File: src/rtl/vecprio_pkg.sv
package vecprio_pkg;
  localparam logic [11:0] VP_SLOT_ADDR_BASE = 12'h100;
  localparam logic [11:0] VP_SLOT_CTRL_BASE = 12'h200;
  localparam logic [11:0] VP_VECTOR_OFS     = 12'h030;
  localparam logic [11:0] VP_DEFAULT_OFS    = 12'h034;

  typedef enum logic [2:0] {
    RD_NONE, RD_SLOT_ADDR, RD_SLOT_CTRL, RD_VECTOR, RD_DEFAULT
  } vp_rdkind_e;

  typedef struct packed {
    logic       wrSlotAddr;
    logic       wrSlotCtrl;
    logic       wrDefault;
    logic       ackVec;
    logic       rdVec;
    logic       rdLoad;
    vp_rdkind_e rdKind;
  } vp_strobe_t;
endpackage

File: src/rtl/vecprio_ctrl.sv
module vecprio_ctrl
  import vecprio_pkg::*;
#(
  parameter int ADDR_W = 12,
  parameter int SLOT_W = 4
) (
  input  logic              clk,
  input  logic              rstN,
  input  logic              busSel,
  input  logic              busWr,
  input  logic [ADDR_W-1:0] busAddr,
  output vp_strobe_t        stb,
  output logic [SLOT_W-1:0] slotIdx
);
  localparam int HI = ADDR_W - 1;
  localparam int LO = 2 + SLOT_W;
  localparam logic [ADDR_W-1:0] ADDR_BASE = ADDR_W'(VP_SLOT_ADDR_BASE);
  localparam logic [ADDR_W-1:0] CTRL_BASE = ADDR_W'(VP_SLOT_CTRL_BASE);
  localparam logic [ADDR_W-1:0] VEC_OFS   = ADDR_W'(VP_VECTOR_OFS);
  localparam logic [ADDR_W-1:0] DEF_OFS   = ADDR_W'(VP_DEFAULT_OFS);

  logic selQ;
  logic fire;
  logic inAddrWin, inCtrlWin, isVec, isDef;

  always_ff @(posedge clk) begin
    if (!rstN) selQ <= 1'b0;
    else       selQ <= busSel;
  end

  assign fire      = busSel && !selQ;
  assign inAddrWin = (busAddr[HI:LO] == ADDR_BASE[HI:LO]);
  assign inCtrlWin = (busAddr[HI:LO] == CTRL_BASE[HI:LO]);
  assign isVec     = (busAddr[HI:2] == VEC_OFS[HI:2]);
  assign isDef     = (busAddr[HI:2] == DEF_OFS[HI:2]);
  assign slotIdx   = busAddr[2 +: SLOT_W];

  always_comb begin
    stb = '0;
    stb.rdKind = RD_NONE;
    if (fire) begin
      if (busWr) begin
        stb.wrSlotAddr = inAddrWin;
        stb.wrSlotCtrl = inCtrlWin;
        stb.wrDefault  = isDef;
        stb.ackVec     = isVec;
      end else begin
        stb.rdLoad = 1'b1;
        stb.rdVec  = isVec;
        if (inAddrWin)      stb.rdKind = RD_SLOT_ADDR;
        else if (inCtrlWin) stb.rdKind = RD_SLOT_CTRL;
        else if (isVec)     stb.rdKind = RD_VECTOR;
        else if (isDef)     stb.rdKind = RD_DEFAULT;
      end
    end
  end

  // at most one side-effect strobe per cycle
  p_single_strobe_r9: assert property (@(posedge clk) disable iff (!rstN)
    $onehot0({stb.wrSlotAddr, stb.wrSlotCtrl, stb.wrDefault, stb.ackVec, stb.rdVec}));
  // a held select never produces back-to-back vector reads
  p_vec_once_r9: assert property (@(posedge clk) disable iff (!rstN)
    stb.rdVec |=> !stb.rdVec);
  // any strobe needs busSel to have been low on the previous cycle
  p_edge_only_r9: assert property (@(posedge clk) disable iff (!rstN)
    (busSel && $past(busSel) && $past(rstN)) |-> !stb.rdLoad);
endmodule

File: src/rtl/vecprio_datapath.sv
module vecprio_datapath
  import vecprio_pkg::*;
#(
  parameter int NUM_SLOTS = 16,
  parameter int NUM_SRC   = 32,
  parameter int DATA_W    = 32
) (
  input  logic                         clk,
  input  logic                         rstN,
  input  vp_strobe_t                   stb,
  input  logic [$clog2(NUM_SLOTS)-1:0] slotIdx,
  input  logic [DATA_W-1:0]            busWdata,
  input  logic [NUM_SRC-1:0]           rawPend,
  input  logic [NUM_SRC-1:0]           irqElig,
  output logic [DATA_W-1:0]            busRdata,
  output logic                         irqOut
);
  localparam int SRC_W   = $clog2(NUM_SRC);
  localparam int CTRL_W  = SRC_W + 1;
  localparam int DEF_LVL = NUM_SLOTS;
  localparam int IDLE    = NUM_SLOTS + 1;
  localparam int LVL_W   = $clog2(NUM_SLOTS + 2);
  localparam logic [LVL_W-1:0] IDLE_L = LVL_W'(IDLE);

  logic [DATA_W-1:0]  slotAddr [NUM_SLOTS];
  logic [CTRL_W-1:0]  slotCtrl [NUM_SLOTS];
  logic [DATA_W-1:0]  defAddr;
  logic [LVL_W-1:0]   curLvl;
  logic [LVL_W-1:0]   prevLvl [NUM_SLOTS+1];
  logic [NUM_SRC-1:0] lvlMask [NUM_SLOTS+2];
  logic [NUM_SLOTS:0] hit;
  logic [LVL_W-1:0]   found;

  // Per-level masks: a ripple OR chain over the slots in priority order.
  assign lvlMask[0] = '0;
  for (genvar s = 0; s < NUM_SLOTS; s++) begin : g_mask
    logic [NUM_SRC-1:0] own;
    assign own = slotCtrl[s][SRC_W] ? (NUM_SRC'(1) << slotCtrl[s][SRC_W-1:0]) : '0;
    if (s == NUM_SLOTS - 1) begin : g_last
      assign lvlMask[s+1] = lvlMask[s] | own;
      assign lvlMask[IDLE] = '1;
    end else begin : g_mid
      assign lvlMask[s+1] = lvlMask[s] | own;
    end
  end

  for (genvar i = 0; i <= NUM_SLOTS; i++) begin : g_hit
    assign hit[i] = |(rawPend & lvlMask[i+1]);
  end

  // Lowest level below the current one that has a pending claim.
  always_comb begin
    found = curLvl;
    for (int i = NUM_SLOTS; i >= 0; i--) begin
      if (LVL_W'(i) < curLvl && hit[i]) found = LVL_W'(i);
    end
  end

  function automatic logic [DATA_W-1:0] lvlAddr(input logic [LVL_W-1:0] l);
    logic [DATA_W-1:0] a;
    a = defAddr;
    for (int k = 0; k < NUM_SLOTS; k++) if (l == LVL_W'(k)) a = slotAddr[k];
    return a;
  endfunction

  always_ff @(posedge clk) begin
    if (!rstN) begin
      for (int k = 0; k < NUM_SLOTS; k++) begin
        slotAddr[k] <= '0;
        slotCtrl[k] <= '0;
      end
      for (int k = 0; k <= NUM_SLOTS; k++) prevLvl[k] <= IDLE_L;
      defAddr  <= '0;
      curLvl   <= IDLE_L;
      busRdata <= '0;
    end else begin
      if (stb.wrSlotAddr) slotAddr[slotIdx] <= busWdata;
      if (stb.wrSlotCtrl) slotCtrl[slotIdx] <= busWdata[CTRL_W-1:0];
      if (stb.wrDefault)  defAddr <= busWdata;
      if (stb.ackVec && curLvl != IDLE_L) curLvl <= prevLvl[curLvl];
      if (stb.rdVec && found < curLvl) begin
        prevLvl[found] <= curLvl;
        curLvl         <= found;
      end
      if (stb.rdLoad) begin
        unique case (stb.rdKind)
          RD_SLOT_ADDR: busRdata <= slotAddr[slotIdx];
          RD_SLOT_CTRL: busRdata <= DATA_W'(slotCtrl[slotIdx]);
          RD_DEFAULT:   busRdata <= defAddr;
          RD_VECTOR:    busRdata <= (found < curLvl) ? lvlAddr(found) :
                                    (curLvl == IDLE_L) ? defAddr : lvlAddr(curLvl);
          default:      busRdata <= '0;
        endcase
      end
    end
  end

  assign irqOut = |(rawPend & irqElig & lvlMask[curLvl]);

  // the level never leaves 0..IDLE
  p_level_range_r4: assert property (@(posedge clk) disable iff (!rstN)
    curLvl <= IDLE_L);
  // an entry read can only move to a higher priority (lower number)
  p_enter_up_r4: assert property (@(posedge clk) disable iff (!rstN)
    stb.rdVec |=> curLvl <= $past(curLvl));
  // without an entry read or an exit write the level holds
  p_level_hold_r4: assert property (@(posedge clk) disable iff (!rstN)
    (!stb.rdVec && !stb.ackVec) |=> $stable(curLvl));
  // an exit write at idle leaves the unit idle
  p_idle_ack_r7: assert property (@(posedge clk) disable iff (!rstN)
    (stb.ackVec && curLvl == IDLE_L) |=> curLvl == IDLE_L);
  // at level 0 nothing may interrupt
  p_level0_quiet_r3: assert property (@(posedge clk) disable iff (!rstN)
    (curLvl == '0) |-> !irqOut);
  // at idle every eligible pending source raises the request
  p_idle_open_r3: assert property (@(posedge clk) disable iff (!rstN)
    (curLvl == IDLE_L) |-> (irqOut == |(rawPend & irqElig)));
endmodule

File: src/rtl/vecprio_unit.sv
module vecprio_unit
  import vecprio_pkg::*;
#(
  parameter int NUM_SLOTS = 16,
  parameter int NUM_SRC   = 32,
  parameter int DATA_W    = 32,
  parameter int ADDR_W    = 12
) (
  input  logic              clk,
  input  logic              rstN,
  input  logic              busSel,
  input  logic              busWr,
  input  logic [ADDR_W-1:0] busAddr,
  input  logic [DATA_W-1:0] busWdata,
  output logic [DATA_W-1:0] busRdata,
  input  logic [NUM_SRC-1:0] rawPend,
  input  logic [NUM_SRC-1:0] irqElig,
  output logic              irqOut
);
  localparam int SLOT_W = $clog2(NUM_SLOTS);

  vp_strobe_t        stb;
  logic [SLOT_W-1:0] slotIdx;

  vecprio_ctrl #(.ADDR_W(ADDR_W), .SLOT_W(SLOT_W)) u_ctrl (
    .clk(clk), .rstN(rstN), .busSel(busSel), .busWr(busWr),
    .busAddr(busAddr), .stb(stb), .slotIdx(slotIdx)
  );

  vecprio_datapath #(.NUM_SLOTS(NUM_SLOTS), .NUM_SRC(NUM_SRC), .DATA_W(DATA_W)) u_dp (
    .clk(clk), .rstN(rstN), .stb(stb), .slotIdx(slotIdx), .busWdata(busWdata),
    .rawPend(rawPend), .irqElig(irqElig), .busRdata(busRdata), .irqOut(irqOut)
  );
endmodule

File: config.mk
export PLATFORM = sky130hd
export DESIGN_NAME = vecprio_unit
export DESIGN_NICKNAME = d
export VERILOG_FILES = /design/src/rtl/vecprio_pkg.sv /design/src/rtl/vecprio_ctrl.sv /design/src/rtl/vecprio_datapath.sv /design/src/rtl/vecprio_unit.sv
export SDC_FILE = /design/constraint.sdc
export NUM_CORES = 2
export LEC_CHECK = 0
export BUFFER_PORTS_ARGS = -buffer_cell sky130_fd_sc_hd__buf_2
export CORE_MARGIN = 2
export CORE_UTILIZATION = 60
export CTS_CLUSTER_SIZE = 8
export DETAILED_ROUTE_END_ITERATION = 10
export HOLD_SLACK_MARGIN = 0.15
export PLACE_DENSITY = 0.77
export SETUP_SLACK_MARGIN = 0.02
export SYNTH_ARGS = -nofsm -noshare
export SYNTH_HDL_FRONTEND = slang
export SYNTH_SLANG_ARGS = --single-unit
File: constraint.sdc
create_clock -name clk -period 7.09 [get_ports clk]
set_input_delay 0.3545 -clock clk [delete_from_list [all_inputs] [get_ports clk]]
set_output_delay 0.3545 -clock clk [all_outputs]
set_load 0.05 [all_outputs]
==> impl_metrics.csv, run 1 <==
group,metric,value,unit
status,status,"aborted with a tool error",
status,haltStage,"global routing",
status,stop_error,"[ERROR GRT-0116] Global routing finished with congestion. Check the congestion regions in the DRC Viewer.",
floorplanning,initial_core_util,0.603,
synth,syn-mean-instance-area,9.47,sq um
floorplanning,die_y,326,microns
synth,syn_nets,6687,
synth,ys_top_cells_by_area,"edfxtp_1 (37%), mux4_2 (8.7%), and2_1 (6.3%)",
synth,synthCells,6571,
place,place_inst,8170,
synth,synth-edff-count,768,
place,pre_cts_slack,-13.8,ps
synth,synth_commonest_cells,"edfxtp_1 (768), and2_1 (625), nor2_1 (604), o21ai_0 (527), clkbuf_1 (509)",
place,dpl.hpwl,260000,microns
synth,ys_ff_latch,843,
synth,yosysSeqAreaShare,0.395,
floorplanning,num_rows,118,
floorplanning,ios,145,
synth,yosysTopAreaCellShare,0.371,
synth,postSynth.asyncResetShare,0,
synth,yosysWarnings,0,
synth,yosysMostFrequentCell,"edfxtp_1",
global_route,grt.total_usage,0.943,
clock_tree,post_cts_buffers,0,
clock_tree,cts_buffers,115,
place,postPlaceCellArea,68500,sq um
global_route,grt_pass1_vias,87900,
clock_tree,cts.path.max_buffers,3,
place,place_congestion,1.30,
synth,synth.largest_area_cell,"edfxtp_1",
floorplanning,die_x,326,microns
clock_tree,htreeDepth,3,
global_route,grt_start_max_net_pins,93,
clock_tree,clock-sinks,843,
synth,synth_ff_type,"edfxtp_1",
global_route,overflow,2431,
clock_tree,root_buffer,"clkbuf_16",
synth,synth.distinct_cells,114,
place,port_buffers,142,
synth,synth_area,62200,sq um
global_route,grt_pass1_wl,724000,microns
[what timing repair did]
item,in CTS
endpoints found under the hold margin,25
resized for setup,18
hold buffers,19
setup endpoints to repair,121
[routing by layer]
metal,GRT overflow,GRT usage
met4,692,0.948
met3,280,0.884
met2,1220,1.02
met5,31,0.750
met1,208,0.930
[per-stage QoR]
stage                util  setup TNS, ps
CTS                 0.699              0
detailed placement  0.664          -79.6
global placement    0.664              0
floorplan               -              0
[cell families after synthesis]
kind of cell	count (synthesis)	synth area share
compound gates	2088	0.231
flops	843	0.395
simple gates	2547	0.218
mux	373	0.109
buf+inv	715	0.0466
fa+ha+maj	4	0.000804
other cells	1	0.0000603
==> inputs of run 2 (changes only) <==
- CORE_UTILIZATION: 60 -> 40
- CTS_CLUSTER_SIZE: 8 -> not set
- HOLD_SLACK_MARGIN: 0.15 -> not set
- PLACE_DENSITY: 0.77 -> not set
- PLACE_DENSITY_LB_ADDON: not set -> 0.15
- SETUP_SLACK_MARGIN: 0.02 -> not set
==> run 2 against run 1 <==
Net effect:
- the flow now finishes, with violations (max-capacitance violations, max-slew violations)
- synthesized cell count did not move
- synthesized area did not move
==> impl_metrics.csv, run 2 <==
group,metric,value,unit
global_route,overflow,0,
synth,yosysWarnings,0,
synth,yosysSeqAreaShare,0.395,
synth,yosysMostFrequentCell,"edfxtp_1",
place,pre_cts_slack,81.6,ps
floorplanning,initial_core_util,0.403,
timing,relSlewSlack,-0.0883,
finish,area_growth,18.2,%
global_route,grt_start_max_net_pins,74,
hold_path,hold_path.class,"primary input to flip-flop",
timing,final-hold-violation-count,0,
synth,syn-mean-instance-area,9.47,sq um
detailed_routing,route.detailed.drc,0,
worst_setup_path,required,7520,ps
worst_setup_path,crit_buf_inv,6,
synth,yosysTopAreaCellShare,0.371,
clock_tree,cts_buffers,86,
finish,top_register,"u_dp.slotAddr",
synth,syn_nets,6687,
timing,tns,0,ps
floorplanning,num_rows,144,
finish,finalInstanceArea,73500,sq um
timing,fmax,0.144,GHz
worst_setup_path,cp_max_fo,9,
timing,worstMarginPinSlew,1610,ps
worst_setup_path,cp-start-kind,"flip-flop",
floorplanning,dieArea,159000,sq um
floorplanning,die_x,398,microns
hold_path,hp-start,"busWdata[20]",
synth,postSynth.asyncResetShare,0,
worst_setup_path,cpLargestDelayFamily,"compound AO/OA/AOI/OAI gates",
place,postPlaceCellArea,70100,sq um
place,port_buffers,142,
finish,drive_gt1_frac,0.231,
synth,ys_top_cells_by_area,"edfxtp_1 (37%), mux4_2 (8.7%), and2_1 (6.3%)",
synth,synth.largest_area_cell,"edfxtp_1",
worst_setup_path,path_common_cell,"buf_4",
detailed_routing,drtIter0Drc,12100,
finish,fin_nets,7083,
worst_setup_path,rr_startpoint,"u_dp.slotCtrl[0][5]",
clock_tree,cts_tree,"done",
timing,fin_skew,51.4,ps
synth,synth.distinct_cells,114,
synth,synth_ff_type,"edfxtp_1",
detailed_routing,vias,68200,
finish,finish.utilization,0.477,
detailed_routing,drt-pass1-iter-count,7,
place,place_inst,8902,
power,p_leak,26.6,nW
detailed_routing,route.detailed.wl_per_inst,44.6,microns
clock_tree,clock-sinks,843,
clock_tree,root_buffer,"clkbuf_16",
synth,synth_commonest_cells,"edfxtp_1 (768), and2_1 (625), nor2_1 (604), o21ai_0 (527), clkbuf_1 (509)",
floorplanning,die_y,398,microns
synth,synth-edff-count,768,
timing,setup_viol,0,
clock_tree,htreeDepth,3,
finish,final_cell_mix,"buf_4 (794), edfxtp_1 (768), and2_1 (623)",
timing,drv_slew,2,
detailed_routing,drt-total-wl,406000,microns
clock_tree,clk_pin_slew,60,ps
worst_setup_path,cpPeakStageDelay,650,ps
job,cap_violations,1,
finish,layout_commonest_cell,"buf_4",
global_route,grt_pass1_wl,543000,microns
worst_setup_path,cp.arrival,7360,ps
detailed_routing,drt-vias-per-instance,7.49,
finish,largest_register_ffs,512,
timing,period_minus_slack,6930,ps
power,ir_worst_vdd,0.211,mV
worst_setup_path,cp_slowest_cell,"or4_1",
status,violations,"max-capacitance violations, max-slew violations",
finish,reg.largest.list,"u_dp.slotAddr x512, u_dp.prevLvl x160, u_dp.slotCtrl x96",
synth,ys_ff_latch,843,
global_route,grt.total_usage,0.499,
worst_setup_path,crit_path_start,"u_dp.slotCtrl[0][5]",
status,status,"finished, violations left",
detailed_routing,postRouteAntennaNets,0,
worst_setup_path,worstPathCellList,"or4bb_1, o22ai_1, or3_4, buf_4, o21ai_0, nand4_1, or4_1, o31ai_2, buf_4, o311ai_0, buf_4, a311oi_4, nor2_4, ha_1, a21o_1, a21o_1, a21oi_1, o21ai_0, buf_4, a21oi_2, nand3_1, buf_4, o21ai_0, buf_4",
clock_tree,cts.path.max_buffers,3,
global_route,grt_pass1_vias,63400,
place,place_congestion,1.15,
floorplanning,coreArea,154000,sq um
synth,synthCells,6571,
worst_setup_path,cp-end-kind,"flip-flop",
timing,fin_crit_sh,0.978,
place,dpl.hpwl,293000,microns
finish,fin_cells,9107,
power,powerDensity,184,nW/um^2
floorplanning,ios,145,
synth,synth_area,62200,sq um
clock_tree,insertion_delay,730,ps
worst_setup_path,worstSetupPathType,"flip-flop to flip-flop",
timing,setup_slack,158,ps
global_route,grt_antenna_before_repair,42,
## run 2: cell counts after synthesis
No cell type changed its count.
## run 2: repair_timing
item | in CTS | in global routing
hold buffers | 1 | 0
resized for setup | 0 | 43
setup endpoints to repair | 0 | 273
buffers inserted | 0 | 19
endpoints found under the hold margin | 1 | 0
## run 2: layout make-up
class | instances | area [sq um]
antenna | 25 | 62.6
clock buffer | 93 | 2220
clock inverter | 66 | 791
fill | 14700 | 80700
inverter | 42 | 159
multi-input combinational | 5013 | 35600
sequential | 843 | 24600
tap | 2044 | 2560
timing repair buffer | 981 | 7560
## run 2: stage by stage
stage	power (mW)	hold WS [ps]
floorplan	7.02	466
global placement	8.46	494
detailed placement	8.47	506
CTS	13.3	1.30
global route	13.7	38.3
finish	13.5	21.1
## run 2: final timing paths
kind / end / slack, ps / cells after the start
worst min-delay path: u_dp.defAddr[20] / 20 / 3
worst min register to register: u_dp.busRdata[1] / 520 / 2
worst max-delay path: u_dp.prevLvl[11][0] / 160 / 24
worst max register to register: u_dp.prevLvl[11][0] / 160 / 24
## run 2: kinds of logic after synthesis
family	Yosys count	synth area share
compound gates	2088	0.231
fa+ha+maj	4	0.000804
buf+inv	715	0.0466
flops	843	0.395
mux	373	0.109
other cells	1	0.0000603
simple gates	2547	0.218
## run 2: where the power goes
| group | switching [mW] | internal [mW] |
|---|---|---|
| logic | 1.92 | 1.00 |
| registers | 0.120 | 5.51 |
| clock network | 2.14 | 2.81 |
## run 2: worst min-delay path, delay by kind of cell
family          cells  cell delay (ps)
compound gates      1               70
simple gates        1               80
buf+inv             1              190
## run 2: per-layer routing
layer	up-vias	GRT usage	part of all wire
met1	33200	0.596	0.35
met2	6584	0.727	0.41
met4	30	0.405	0.10
li1	26500	-	-
met5	-	0	0.00049
met3	1874	0.172	0.14
Power figures use the tool's default switching activity.
